`src/rtl/xfer_pkg.sv`:
```
package xfer_pkg;

  typedef enum logic [1:0] {
    MODE_IDLE = 2'b00,
    MODE_CHG  = 2'b01,
    MODE_DIS  = 2'b10,
    MODE_RSV  = 2'b11
  } mode_e;

  typedef enum logic [2:0] {
    PH_IDLE,
    PH_FIRST,
    PH_GAP,
    PH_SECOND,
    PH_GAP2
  } phase_e;

  localparam int FLT_UV  = 0;
  localparam int FLT_OV  = 1;
  localparam int FLT_SOV = 2;
  localparam int FLT_WD  = 3;
  localparam int FLT_W   = 4;

endpackage

```
`src/rtl/xfer_fault_ctrl.sv`:
```
module xfer_fault_ctrl
  import xfer_pkg::*;
#(
  parameter int WD_CYCLES = 50000
) (
  input  logic             clk,
  input  logic             rst_n,
  input  logic             cmd_valid,
  input  logic             cell_uv,
  input  logic             cell_ov,
  input  logic             sec_ov,
  input  logic             flt_clr,
  output logic [FLT_W-1:0] status,
  output logic             fault_any
);

  localparam int WDW = $clog2(WD_CYCLES + 1);
  localparam logic [WDW-1:0] WD_LAST = WDW'(WD_CYCLES - 1);
  localparam logic [WDW-1:0] WD_TOP  = WDW'(WD_CYCLES);

  logic [WDW-1:0]   wd_cnt_q;
  logic             wd_fire;
  logic [FLT_W-1:0] raw;
  logic [FLT_W-1:0] status_q;

  // watchdog: restarted by any strobe or clear, saturates at the limit
  always_ff @(posedge clk or negedge rst_n) begin
    if (!rst_n) begin
      wd_cnt_q <= '0;
    end else if (cmd_valid || flt_clr) begin
      wd_cnt_q <= '0;
    end else if (wd_cnt_q != WD_TOP) begin
      wd_cnt_q <= wd_cnt_q + 1'b1;
    end
  end

  assign wd_fire = (wd_cnt_q == WD_LAST) && !cmd_valid && !flt_clr;

  always_comb begin
    raw          = '0;
    raw[FLT_UV]  = cell_uv;
    raw[FLT_OV]  = cell_ov;
    raw[FLT_SOV] = sec_ov;
    raw[FLT_WD]  = wd_fire;
  end

  // sticky bits: a live source wins over a clear
  always_ff @(posedge clk or negedge rst_n) begin
    if (!rst_n) begin
      status_q <= '0;
    end else begin
      status_q <= raw | (status_q & {FLT_W{~flt_clr}});
    end
  end

  assign status    = status_q;
  assign fault_any = (|status_q) | cell_uv | cell_ov | sec_ov;

  assert_wd_bound_R9 : assert property (@(posedge clk) disable iff (!rst_n)
    wd_cnt_q <= WD_TOP);

  generate
    for (genvar b = 0; b < FLT_W; b++) begin : g_sticky
      assert_sticky_R10 : assert property (@(posedge clk) disable iff (!rst_n)
        ($past(status_q[b]) && !$past(flt_clr)) |-> status_q[b]);
    end
  endgenerate

endmodule

```
`src/rtl/xfer_cmd_regs.sv`:
```
module xfer_cmd_regs
  import xfer_pkg::*;
#(
  parameter int N_CH    = 6,
  parameter int CNT_W   = 8,
  parameter int PRI_RST = 16,
  parameter int SEC_RST = 32
) (
  input  logic               clk,
  input  logic               rst_n,
  input  logic               fault_any,
  input  logic               cmd_valid,
  input  logic [2*N_CH-1:0]  cmd_mode,
  input  logic               cfg_we,
  input  logic [CNT_W-1:0]   cfg_pri_max,
  input  logic [CNT_W-1:0]   cfg_sec_max,
  output logic [2*N_CH-1:0]  req_mode,
  output logic [CNT_W-1:0]   pri_lim,
  output logic [CNT_W-1:0]   sec_lim
);

  logic [2*N_CH-1:0] req_q;
  logic [CNT_W-1:0]  pri_q;
  logic [CNT_W-1:0]  sec_q;

  // a fault flushes every pending command and refuses new ones
  always_ff @(posedge clk or negedge rst_n) begin
    if (!rst_n) begin
      req_q <= '0;
    end else if (fault_any) begin
      req_q <= '0;
    end else if (cmd_valid) begin
      req_q <= cmd_mode;
    end
  end

  always_ff @(posedge clk or negedge rst_n) begin
    if (!rst_n) begin
      pri_q <= CNT_W'(PRI_RST);
      sec_q <= CNT_W'(SEC_RST);
    end else if (cfg_we) begin
      pri_q <= cfg_pri_max;
      sec_q <= cfg_sec_max;
    end
  end

  assign req_mode = req_q;
  assign pri_lim  = pri_q;
  assign sec_lim  = sec_q;

endmodule

```
`src/rtl/xfer_channel.sv`:
```
module xfer_channel
  import xfer_pkg::*;
#(
  parameter int CNT_W = 8
) (
  input  logic             clk,
  input  logic             rst_n,
  input  logic             halt,
  input  mode_e            req_mode,
  input  logic [CNT_W-1:0] pri_lim,
  input  logic [CNT_W-1:0] sec_lim,
  input  logic             pri_peak,
  input  logic             pri_zero,
  input  logic             sec_peak,
  input  logic             sec_zero,
  output logic             pri_gate,
  output logic             sec_gate
);

  phase_e           st_q, st_d;
  mode_e            cur_q, cur_d;
  logic [CNT_W-1:0] cnt_q, cnt_d;

  logic             req_run;
  logic             dis;
  logic [CNT_W-1:0] lim_now;
  logic             end_flag;
  logic             clamp_hit;
  logic             phase_done;

  assign req_run = (req_mode == MODE_CHG) || (req_mode == MODE_DIS);
  assign dis     = (cur_q == MODE_DIS);

  // discharge: primary leads; charge: secondary leads
  always_comb begin
    if (st_q == PH_FIRST) begin
      lim_now  = dis ? pri_lim  : sec_lim;
      end_flag = dis ? pri_peak : sec_peak;
    end else begin
      lim_now  = dis ? sec_lim  : pri_lim;
      end_flag = dis ? sec_zero : pri_zero;
    end
  end

  assign clamp_hit  = ({1'b0, cnt_q} + 1'b1) >= {1'b0, lim_now};
  assign phase_done = clamp_hit || end_flag;

  always_comb begin
    st_d  = st_q;
    cur_d = cur_q;
    cnt_d = cnt_q;
    if (halt || !req_run) begin
      st_d  = PH_IDLE;
      cur_d = MODE_IDLE;
      cnt_d = '0;
    end else begin
      case (st_q)
        PH_IDLE: begin
          st_d  = PH_FIRST;
          cur_d = req_mode;
          cnt_d = '0;
        end
        PH_FIRST: begin
          if (phase_done) begin
            st_d  = PH_GAP;
            cnt_d = '0;
          end else begin
            cnt_d = cnt_q + 1'b1;
          end
        end
        PH_GAP: begin
          st_d = PH_SECOND;
        end
        PH_SECOND: begin
          if (phase_done) begin
            st_d  = PH_GAP2;
            cnt_d = '0;
          end else begin
            cnt_d = cnt_q + 1'b1;
          end
        end
        PH_GAP2: begin
          // the only point where a new active mode is adopted
          st_d  = PH_FIRST;
          cur_d = req_mode;
          cnt_d = '0;
        end
        default: begin
          st_d  = PH_IDLE;
          cur_d = MODE_IDLE;
          cnt_d = '0;
        end
      endcase
    end
  end

  always_ff @(posedge clk or negedge rst_n) begin
    if (!rst_n) begin
      st_q  <= PH_IDLE;
      cur_q <= MODE_IDLE;
      cnt_q <= '0;
    end else begin
      st_q  <= st_d;
      cur_q <= cur_d;
      cnt_q <= cnt_d;
    end
  end

  assign pri_gate = ((st_q == PH_FIRST) && (cur_q == MODE_DIS)) ||
                    ((st_q == PH_SECOND) && (cur_q == MODE_CHG));
  assign sec_gate = ((st_q == PH_FIRST) && (cur_q == MODE_CHG)) ||
                    ((st_q == PH_SECOND) && (cur_q == MODE_DIS));

  assert_one_switch_R5 : assert property (@(posedge clk) disable iff (!rst_n)
    !(pri_gate && sec_gate));

  assert_dead_pri_R5 : assert property (@(posedge clk) disable iff (!rst_n)
    $fell(pri_gate) |-> !sec_gate);

  assert_dead_sec_R5 : assert property (@(posedge clk) disable iff (!rst_n)
    $fell(sec_gate) |-> !pri_gate);

  assert_clamp_R4 : assert property (@(posedge clk) disable iff (!rst_n)
    (pri_gate || sec_gate) |-> (cnt_q < ((lim_now == '0) ? CNT_W'(1) : lim_now)));

  assert_mode_hold_R7 : assert property (@(posedge clk) disable iff (!rst_n)
    ((st_q != PH_IDLE) && ($past(st_q) != PH_GAP2) && ($past(st_q) != PH_IDLE))
      |-> $stable(cur_q));

endmodule

```
`src/rtl/cell_xfer_sequencer.sv`:
```
module cell_xfer_sequencer
  import xfer_pkg::*;
#(
  parameter int N_CH      = 6,
  parameter int CNT_W     = 8,
  parameter int WD_CYCLES = 50000,
  parameter int PRI_RST   = 16,
  parameter int SEC_RST   = 32
) (
  input  logic              clk,
  input  logic              rst_n,
  input  logic              cmd_valid,
  input  logic [2*N_CH-1:0] cmd_mode,
  input  logic              cfg_we,
  input  logic [CNT_W-1:0]  cfg_pri_max,
  input  logic [CNT_W-1:0]  cfg_sec_max,
  input  logic [N_CH-1:0]   pri_peak,
  input  logic [N_CH-1:0]   pri_zero,
  input  logic [N_CH-1:0]   sec_peak,
  input  logic [N_CH-1:0]   sec_zero,
  input  logic              cell_uv,
  input  logic              cell_ov,
  input  logic              sec_ov,
  input  logic              flt_clr,
  output logic [N_CH-1:0]   pri_gate,
  output logic [N_CH-1:0]   sec_gate,
  output logic [3:0]        fault_status
);

  logic              fault_any;
  logic [2*N_CH-1:0] req_mode;
  logic [CNT_W-1:0]  pri_lim;
  logic [CNT_W-1:0]  sec_lim;
  logic [FLT_W-1:0]  status;

  xfer_fault_ctrl #(
    .WD_CYCLES (WD_CYCLES)
  ) u_fault (
    .clk       (clk),
    .rst_n     (rst_n),
    .cmd_valid (cmd_valid),
    .cell_uv   (cell_uv),
    .cell_ov   (cell_ov),
    .sec_ov    (sec_ov),
    .flt_clr   (flt_clr),
    .status    (status),
    .fault_any (fault_any)
  );

  xfer_cmd_regs #(
    .N_CH    (N_CH),
    .CNT_W   (CNT_W),
    .PRI_RST (PRI_RST),
    .SEC_RST (SEC_RST)
  ) u_regs (
    .clk         (clk),
    .rst_n       (rst_n),
    .fault_any   (fault_any),
    .cmd_valid   (cmd_valid),
    .cmd_mode    (cmd_mode),
    .cfg_we      (cfg_we),
    .cfg_pri_max (cfg_pri_max),
    .cfg_sec_max (cfg_sec_max),
    .req_mode    (req_mode),
    .pri_lim     (pri_lim),
    .sec_lim     (sec_lim)
  );

  generate
    for (genvar i = 0; i < N_CH; i++) begin : g_ch
      xfer_channel #(
        .CNT_W (CNT_W)
      ) u_ch (
        .clk      (clk),
        .rst_n    (rst_n),
        .halt     (fault_any),
        .req_mode (mode_e'(req_mode[2*i +: 2])),
        .pri_lim  (pri_lim),
        .sec_lim  (sec_lim),
        .pri_peak (pri_peak[i]),
        .pri_zero (pri_zero[i]),
        .sec_peak (sec_peak[i]),
        .sec_zero (sec_zero[i]),
        .pri_gate (pri_gate[i]),
        .sec_gate (sec_gate[i])
      );
    end
  endgenerate

  assign fault_status = status;

  assert_halt_off_R8 : assert property (@(posedge clk) disable iff (!rst_n)
    fault_any |=> ((pri_gate == '0) && (sec_gate == '0)));

  assert_no_start_R10 : assert property (@(posedge clk) disable iff (!rst_n)
    ((|status) && (pri_gate == '0) && (sec_gate == '0))
      |=> ((pri_gate == '0) && (sec_gate == '0)));

endmodule

```
`config.mk`:
```
export PLATFORM = sky130hd
export DESIGN_NAME = cell_xfer_sequencer
export DESIGN_NICKNAME = d
export VERILOG_FILES = /design/src/rtl/xfer_pkg.sv /design/src/rtl/xfer_fault_ctrl.sv /design/src/rtl/xfer_cmd_regs.sv /design/src/rtl/xfer_channel.sv /design/src/rtl/cell_xfer_sequencer.sv
export SDC_FILE = /design/constraint.sdc
export NUM_CORES = 1
export LEC_CHECK = 0
export ABC_CLOCK_PERIOD_IN_PS = 7220
export CAP_MARGIN = 20
export CORE_MARGIN = 2
export CORE_UTILIZATION = 63
export CTS_CLUSTER_SIZE = 30
export DETAILED_ROUTE_END_ITERATION = 10
export GPL_TIMING_DRIVEN = 0
export PLACE_DENSITY = 0.87
export SLEW_MARGIN = 20
export SYNTH_ARGS = -nofsm -noshare
export SYNTH_HDL_FRONTEND = slang
export SYNTH_SLANG_ARGS = --single-unit
```
`constraint.sdc`:
```
create_clock -name clk -period 7.22 [get_ports clk]
set_input_delay 0.722 -clock clk [delete_from_list [all_inputs] [get_ports clk]]
set_output_delay 0.722 -clock clk [all_outputs]
set_load 0.03 [all_outputs]
```
======== Yosys cells after proc, flatten, opt, wreduce, memory -nomap -nowiden ========
Index checks and enable logic that the tools add are counted.
word-level totals
  logic and storage cells ................. 314
  register bits after elaboration ......... 126
  bits of input ports ..................... 60
  output and inout port bits .............. 16
cells by class
  mux-type cells .......................... 94
  reductions and logical operators ........ 98
  equality and inequality tests ........... 74
  $lt $le $gt $ge ......................... 6
  add/sub/neg operators ................... 13
  bitwise operators ....................... 6
operators by type and width
  cell                                                    count
  2-to-1 mux 8 bit                                        30
  case mux 8 bit (2 select lines)                         6
  case mux 3 bit (4 select lines)                         6
  adder 8 x 1 -> 9 bit (second input constant)            6
  >= comparator 9 x 8 -> 1 bit                            6
  2-to-1 mux 3 bit                                        18
  adder 8 x 1 -> 8 bit (second input constant)            6
  equality test 3 x 2 -> 1 bit (second input constant)    12
  inequality test 3 x 1 -> 1 bit (second input constant)  12
  2-to-1 mux 16 bit                                       2
  logical OR 1 bit                                        31
  logical AND 1 bit                                       26
  equality test 2 x 1 -> 1 bit (second input constant)    12
  equality test 2 bit (second input constant)             12
  2-to-1 mux 12 bit                                       2
  inequality test 2 x 1 -> 1 bit (second input constant)  12
  case mux 2 bit (2 select lines)                         6
  OR reduction 2 bit                                      12
  equality test 3 x 1 -> 1 bit (second input constant)    6
  equality test 3 bit (second input constant)             6
  zero test 3 bit                                         6
  2-to-1 mux 1 bit                                        18
  OR reduction 3 bit                                      6
  adder 16 x 1 -> 16 bit (second input constant)          1
  11 further kinds                                        31

======== Depth between registers and ports, before layout ========
  depth in word-level cells ............... 8
  depth in mapped cells ................... 12
  depth with buffers taken out ............ 12

======== Hierarchy ========
From an unflattened synthesis, not the netlist that was laid out.
second synthesis, totals
  cell total of the unflattened synthesis .. 938
  area total of the unflattened synthesis .. 9298.9 um^2
modules (own cells, without submodules)
  module           cells each  sequential area each (um^2)  times used  area an instance (um^2)
  xfer_channel     126         325.3                        6           1178.6
  xfer_cmd_regs    72          703.2                        1           1132.3
  xfer_fault_ctrl  110         500.5                        1           1094.8

======== Worst setup path before layout ========
Ideal clock, no wire load.
  kind .................................... reg2reg
  from .................................... register g_ch[3].u_ch.st_q[2]
  to ...................................... register g_ch[3].u_ch.cnt_q[5]
  slack ................................... 3.674 ns
  stages on the path, launching flop included .. 13
  arrival time ............................ 3.470 ns
  required time ........................... 7.144 ns
  path buffers ............................ 1
  period minus slack after synthesis ...... 3.546 ns
  setup time .............................. 0.076 ns
  cells stage by stage .................... dfrtp_1 -> nand2b_1 -> nor2_1 -> xnor2_1 -> mux2_2 -> ha_1 -> nand4_1 -> o21bai_1 -> or4_1 -> or3_1 -> buf_2 -> or3_1 -> o21ai_1
between the ends
  longest elaborated chain between the ends .. 7
  elaborated cells between the ends (all ways) .. 12
  classes of those cells .................. order compare: 1; eq/ne: 4; mux: 5; reduce/logical: 2
ends and longest elaborated chain
  what                             RTL line                                text
  start: declaration               xfer_channel.sv:20                      phase_e st_q, st_d;
  start signal: assignment         xfer_channel.sv:103                     st_q <= st_d;
  equality test 3 x 1 -> 1 bit     xfer_channel.sv:36, xfer_channel.sv:57
  2-to-1 mux 8 bit                 xfer_channel.sv:36                      if (st_q == PH_FIRST) begin
  >= comparator 9 x 8 -> 1 bit     xfer_channel.sv:45                      assign clamp_hit = ({1'b0, cnt_q} + 1'b1) >= {1'b0, lim_now};
  logical OR 1 bit                 xfer_channel.sv:46                      assign phase_done = clamp_hit || end_flag;
  2-to-1 mux 8 bit                 xfer_channel.sv:64, xfer_channel.sv:75
  case mux 8 bit (2 select lines)  xfer_channel.sv:57                      case (st_q)
  2-to-1 mux 8 bit                 xfer_channel.sv:52                      if (halt || !req_run) begin
  end signal: assignment           xfer_channel.sv:105                     cnt_q <= cnt_d;
  end: declaration                 xfer_channel.sv:22                      logic [CNT_W-1:0] cnt_q, cnt_d;
Parallel ways exist; a longest one is shown, timed or not.
A chain may end at the register's enable or synchronous reset.

======== Worst setup path in the final report ========
Same ends and word-level chain as after synthesis.

==> results_dict.tcl <==
set metrics [dict create \
    status "completed" \
    dp.cells 1133 \
    finalPower_mw 1.81 \
    final_common_cell "dfrtp_1" \
    syn_area_um2 8380 \
    cts_tree "done" \
    die_h_um 119 \
    antennaDiodeCount 0 \
    rows 42 \
    fmax_mhz 245 \
    clk_pin_slew_worst_paths_ns 0.05 \
    max-slew-margin-rel 0.232 \
    dp_hpwl_um 13600 \
    yosysUniqueCellTypes 58 \
    crit_chain "nand2b_1 -> nor2_1 -> xnor2_1 -> mux2_2 -> ha_1 -> nand4_1 -> o21bai_1 -> or4_1 -> or3_1 -> buf_2 -> or3_1 -> o21ai_1" \
    path_class "reg2reg" \
    r2r_end "g_ch[3].u_ch.cnt_q[5]" \
    leakage_nw 4.92 \
    detail_route.first_pass.iterations 5 \
    postCtsSetupBuffers 0 \
    endpoint "g_ch[3].u_ch.cnt_q[5]" \
    rr_worst_depth 12 \
    vias_per_cell 6.07 \
    placed_cell_area_um2 9370 \
    antenna_found_initial 0 \
    clkLatencyLatePin_ns 0.43 \
    mostFrequentLayoutCells "dfrtp_1, nand2_1, clkdlybuf4s50_1" \
    synthesis.nets 999 \
    drtAntennaViolNets 0 \
    stdcell_count 1165 \
    fin_skew_ns 0.00743 \
    synth-seq-area-share 0.376 \
    rsz0062_at_grt "false" \
    n_fill_cell 897 \
    cp_max_fo 9 \
    synth_edf_count 0 \
    fp.dieArea_um2 14200 \
    grtUsageTotal 0.291 \
    yosys.area_share.simple 0.207 \
    p_per_area_nw_per_um2 180 \
    wirelength_um 19800 \
    cts_hold_buffers 0 \
    grt_pass1_wl_um 33100 \
    overflow 0 \
    first_iter_violations 543 \
    crit_required_ns 7.57 \
    finalHoldViolCount 0 \
    port_buffers 73 \
    setup_viol 0 \
    nNetsFinal 1092 \
    vias 7076 \
    synth_xor_area_frac 0.0449 \
    initial_utilization 0.638 \
    die_x_um 119 \
    ys_warn_count 0 \
    drc 0 \
    crit_start "g_ch[3].u_ch.st_q[2]" \
    cp_slowest_cell "xnor2_1" \
    cts-buffers-inserted 17 \
    clock_sinks 126 \
    cts-htree-levels 4 \
    synth_top_family_by_area "simple AND/OR/NAND/NOR gates" \
    slew_viol_final 0 \
    hp-class "in2async" \
    wl_per_cell_um 17.0 \
    fin_crit_ns 4.08 \
    r2r_setup_slack_ns 3.14 \
    areaGrowthSynthToFinish_pct 19.6 \
    ios 76 \
    cts.repair.resized 0 \
    fin_crit_sh 0.565 \
    setup.worst_path.start_class "register" \
    critPathMaxStageDelay_ns 0.91 \
    worst_pin_slew_ns 1.14 \
    synthAdderAreaFrac 0.0836 \
    finalWorstSetupSlack_ns 3.14 \
    critPathCaptureType "register" \
    crit_top_cell "or3_1" \
    coreArea_um2 13100 \
    drv_cap 0 \
    grt_max_degree 78 \
    grt_pass1_vias 6943 \
    synth_mux_area_frac 0.121 \
    crit_arrival_ns 4.43 \
    post-place-ws_ns 3.25 \
    synth-seq-cells 126 \
    stdcell_area_um2 10000 \
    drive_gt1_frac 0.101 \
    synth_compound_area_frac 0.132 \
    reg2reg_from "g_ch[3].u_ch.st_q[2]" \
    synthArstFlopShare 1.00 \
    synthCells 883 \
    gp_congestion 0.848 \
    peakVddDrop_uv 158 \
    finalSetupTns_ns 0 \
    cts-root-buf "clkbuf_16" \
    syn_avg_cell_area_um2 9.50 \
    clockBufferDepth 2 \
    ys.flop_type "dfrtp_1" \
]
==> flip-flops by register name, summed over array words and instances (netlist names) <==
| name | count |
|---|---|
| g_ch.u_ch.cnt_q | 48 |
| g_ch.u_ch.cur_q | 12 |
| g_ch.u_ch.st_q | 18 |
| u_fault.status | 4 |
| u_fault.wd_cnt_q | 16 |
| u_regs.pri_lim | 8 |
| u_regs.req_mode | 12 |
| u_regs.sec_lim | 8 |
==> layout make-up <==
cell class	count	area (um^2)	share of cell area
clock buffers	20	457	0.0455
well taps	176	220	0.0220
inverters	33	124	0.0124
plain buffers	34	174	0.0173
clock inverters	12	183	0.0182
flip-flops and latches	126	3160	0.315
repair buffers	74	763	0.0761
multi-input cells	690	4950	0.494
==> routing by layer <==
metal  wire, um  track usage  vias to the layer above
met5          0            0                        -
met4        490        0.113                        0
met3       1320       0.0752                       44
met2       9600        0.482                      239
met1       8430        0.366                     3401
li1           -            -                     3392
==> cell usage after synthesis, drive strengths merged, types with 7 or more instances <==
cell / number / area [um^2]
or2: 12 / 75.1
or3: 19 / 119
nor2b: 11 / 68.8
inv: 33 / 124
nor3b: 24 / 180
xor2: 22 / 193
a21o: 37 / 278
nand3: 39 / 200
mux2i: 63 / 631
xnor2: 21 / 184
a21oi: 39 / 195
nand2: 80 / 300
mux2: 22 / 248
o21a: 7 / 52.6
ha: 56 / 701
dfrtp: 124 / 3100
nor2: 64 / 240
buf: 14 / 98.8
nor3: 19 / 105
nor4: 11 / 90.1
nand2b: 18 / 113
a31oi: 9 / 56.3
clkbuf: 20 / 75.1
a211o: 9 / 78.8
o21ai: 42 / 210
==> worst min path at each step <==
stage	endpoint	depth (start not counted)	slack, ns
floorplan	g_ch[0].u_ch.cnt_q[0]	0	0.43
global placement	g_ch[1].u_ch.cnt_q[1]	2	0.48
detailed placement	g_ch[1].u_ch.cnt_q[1]	2	0.50
CTS	g_ch[3].u_ch.cnt_q[6]	1	0.22
global route	g_ch[3].u_ch.cnt_q[6]	1	0.24
finish	g_ch[3].u_ch.cnt_q[6]	1	0.20
==> power by group <==
group | internal [mW] | switching [mW] | leakage [nW]
sequential | 0.718 | 0.0271 | 1.71
clock | 0.598 | 0.332 | 0.303
combinational | 0.0722 | 0.0614 | 2.91
total | 1.39 | 0.420 | 4.92
==> cells by family (layout without fill, tap and decap cells) <==
family / Yosys count / after routing
xor gates and xnor gates: 43 / 43
adders and majority gates: 56 / 56
DFF: 126 / 126
muxes: 91 / 91
buffers and inverters: 67 / 173
and+or+nand+nor: 329 / 329
AOI/OAI and AO/OA: 171 / 171
==> critical path, delay by kind of cell, from the launching register on <==
family | cells | cell delay (ns)
xor gates and xnor gates | 1 | 0.91
and+or+nand+nor | 6 | 1.59
DFF | 1 | 0.45
buffers and inverters | 1 | 0.17
AOI/OAI and AO/OA | 2 | 0.17
muxes | 1 | 0.42
adders and majority gates | 1 | 0.28
==> per-stage QoR <==
stage                     hold slack [ns]   util
after floorplan                     0.426      -
after global placement              0.479  0.711
after detailed placement            0.498  0.714
after CTS                           0.222  0.762
after global routing                0.237  0.763
final                               0.199  0.763
Note: power is estimated with default switching activity, not from simulation.
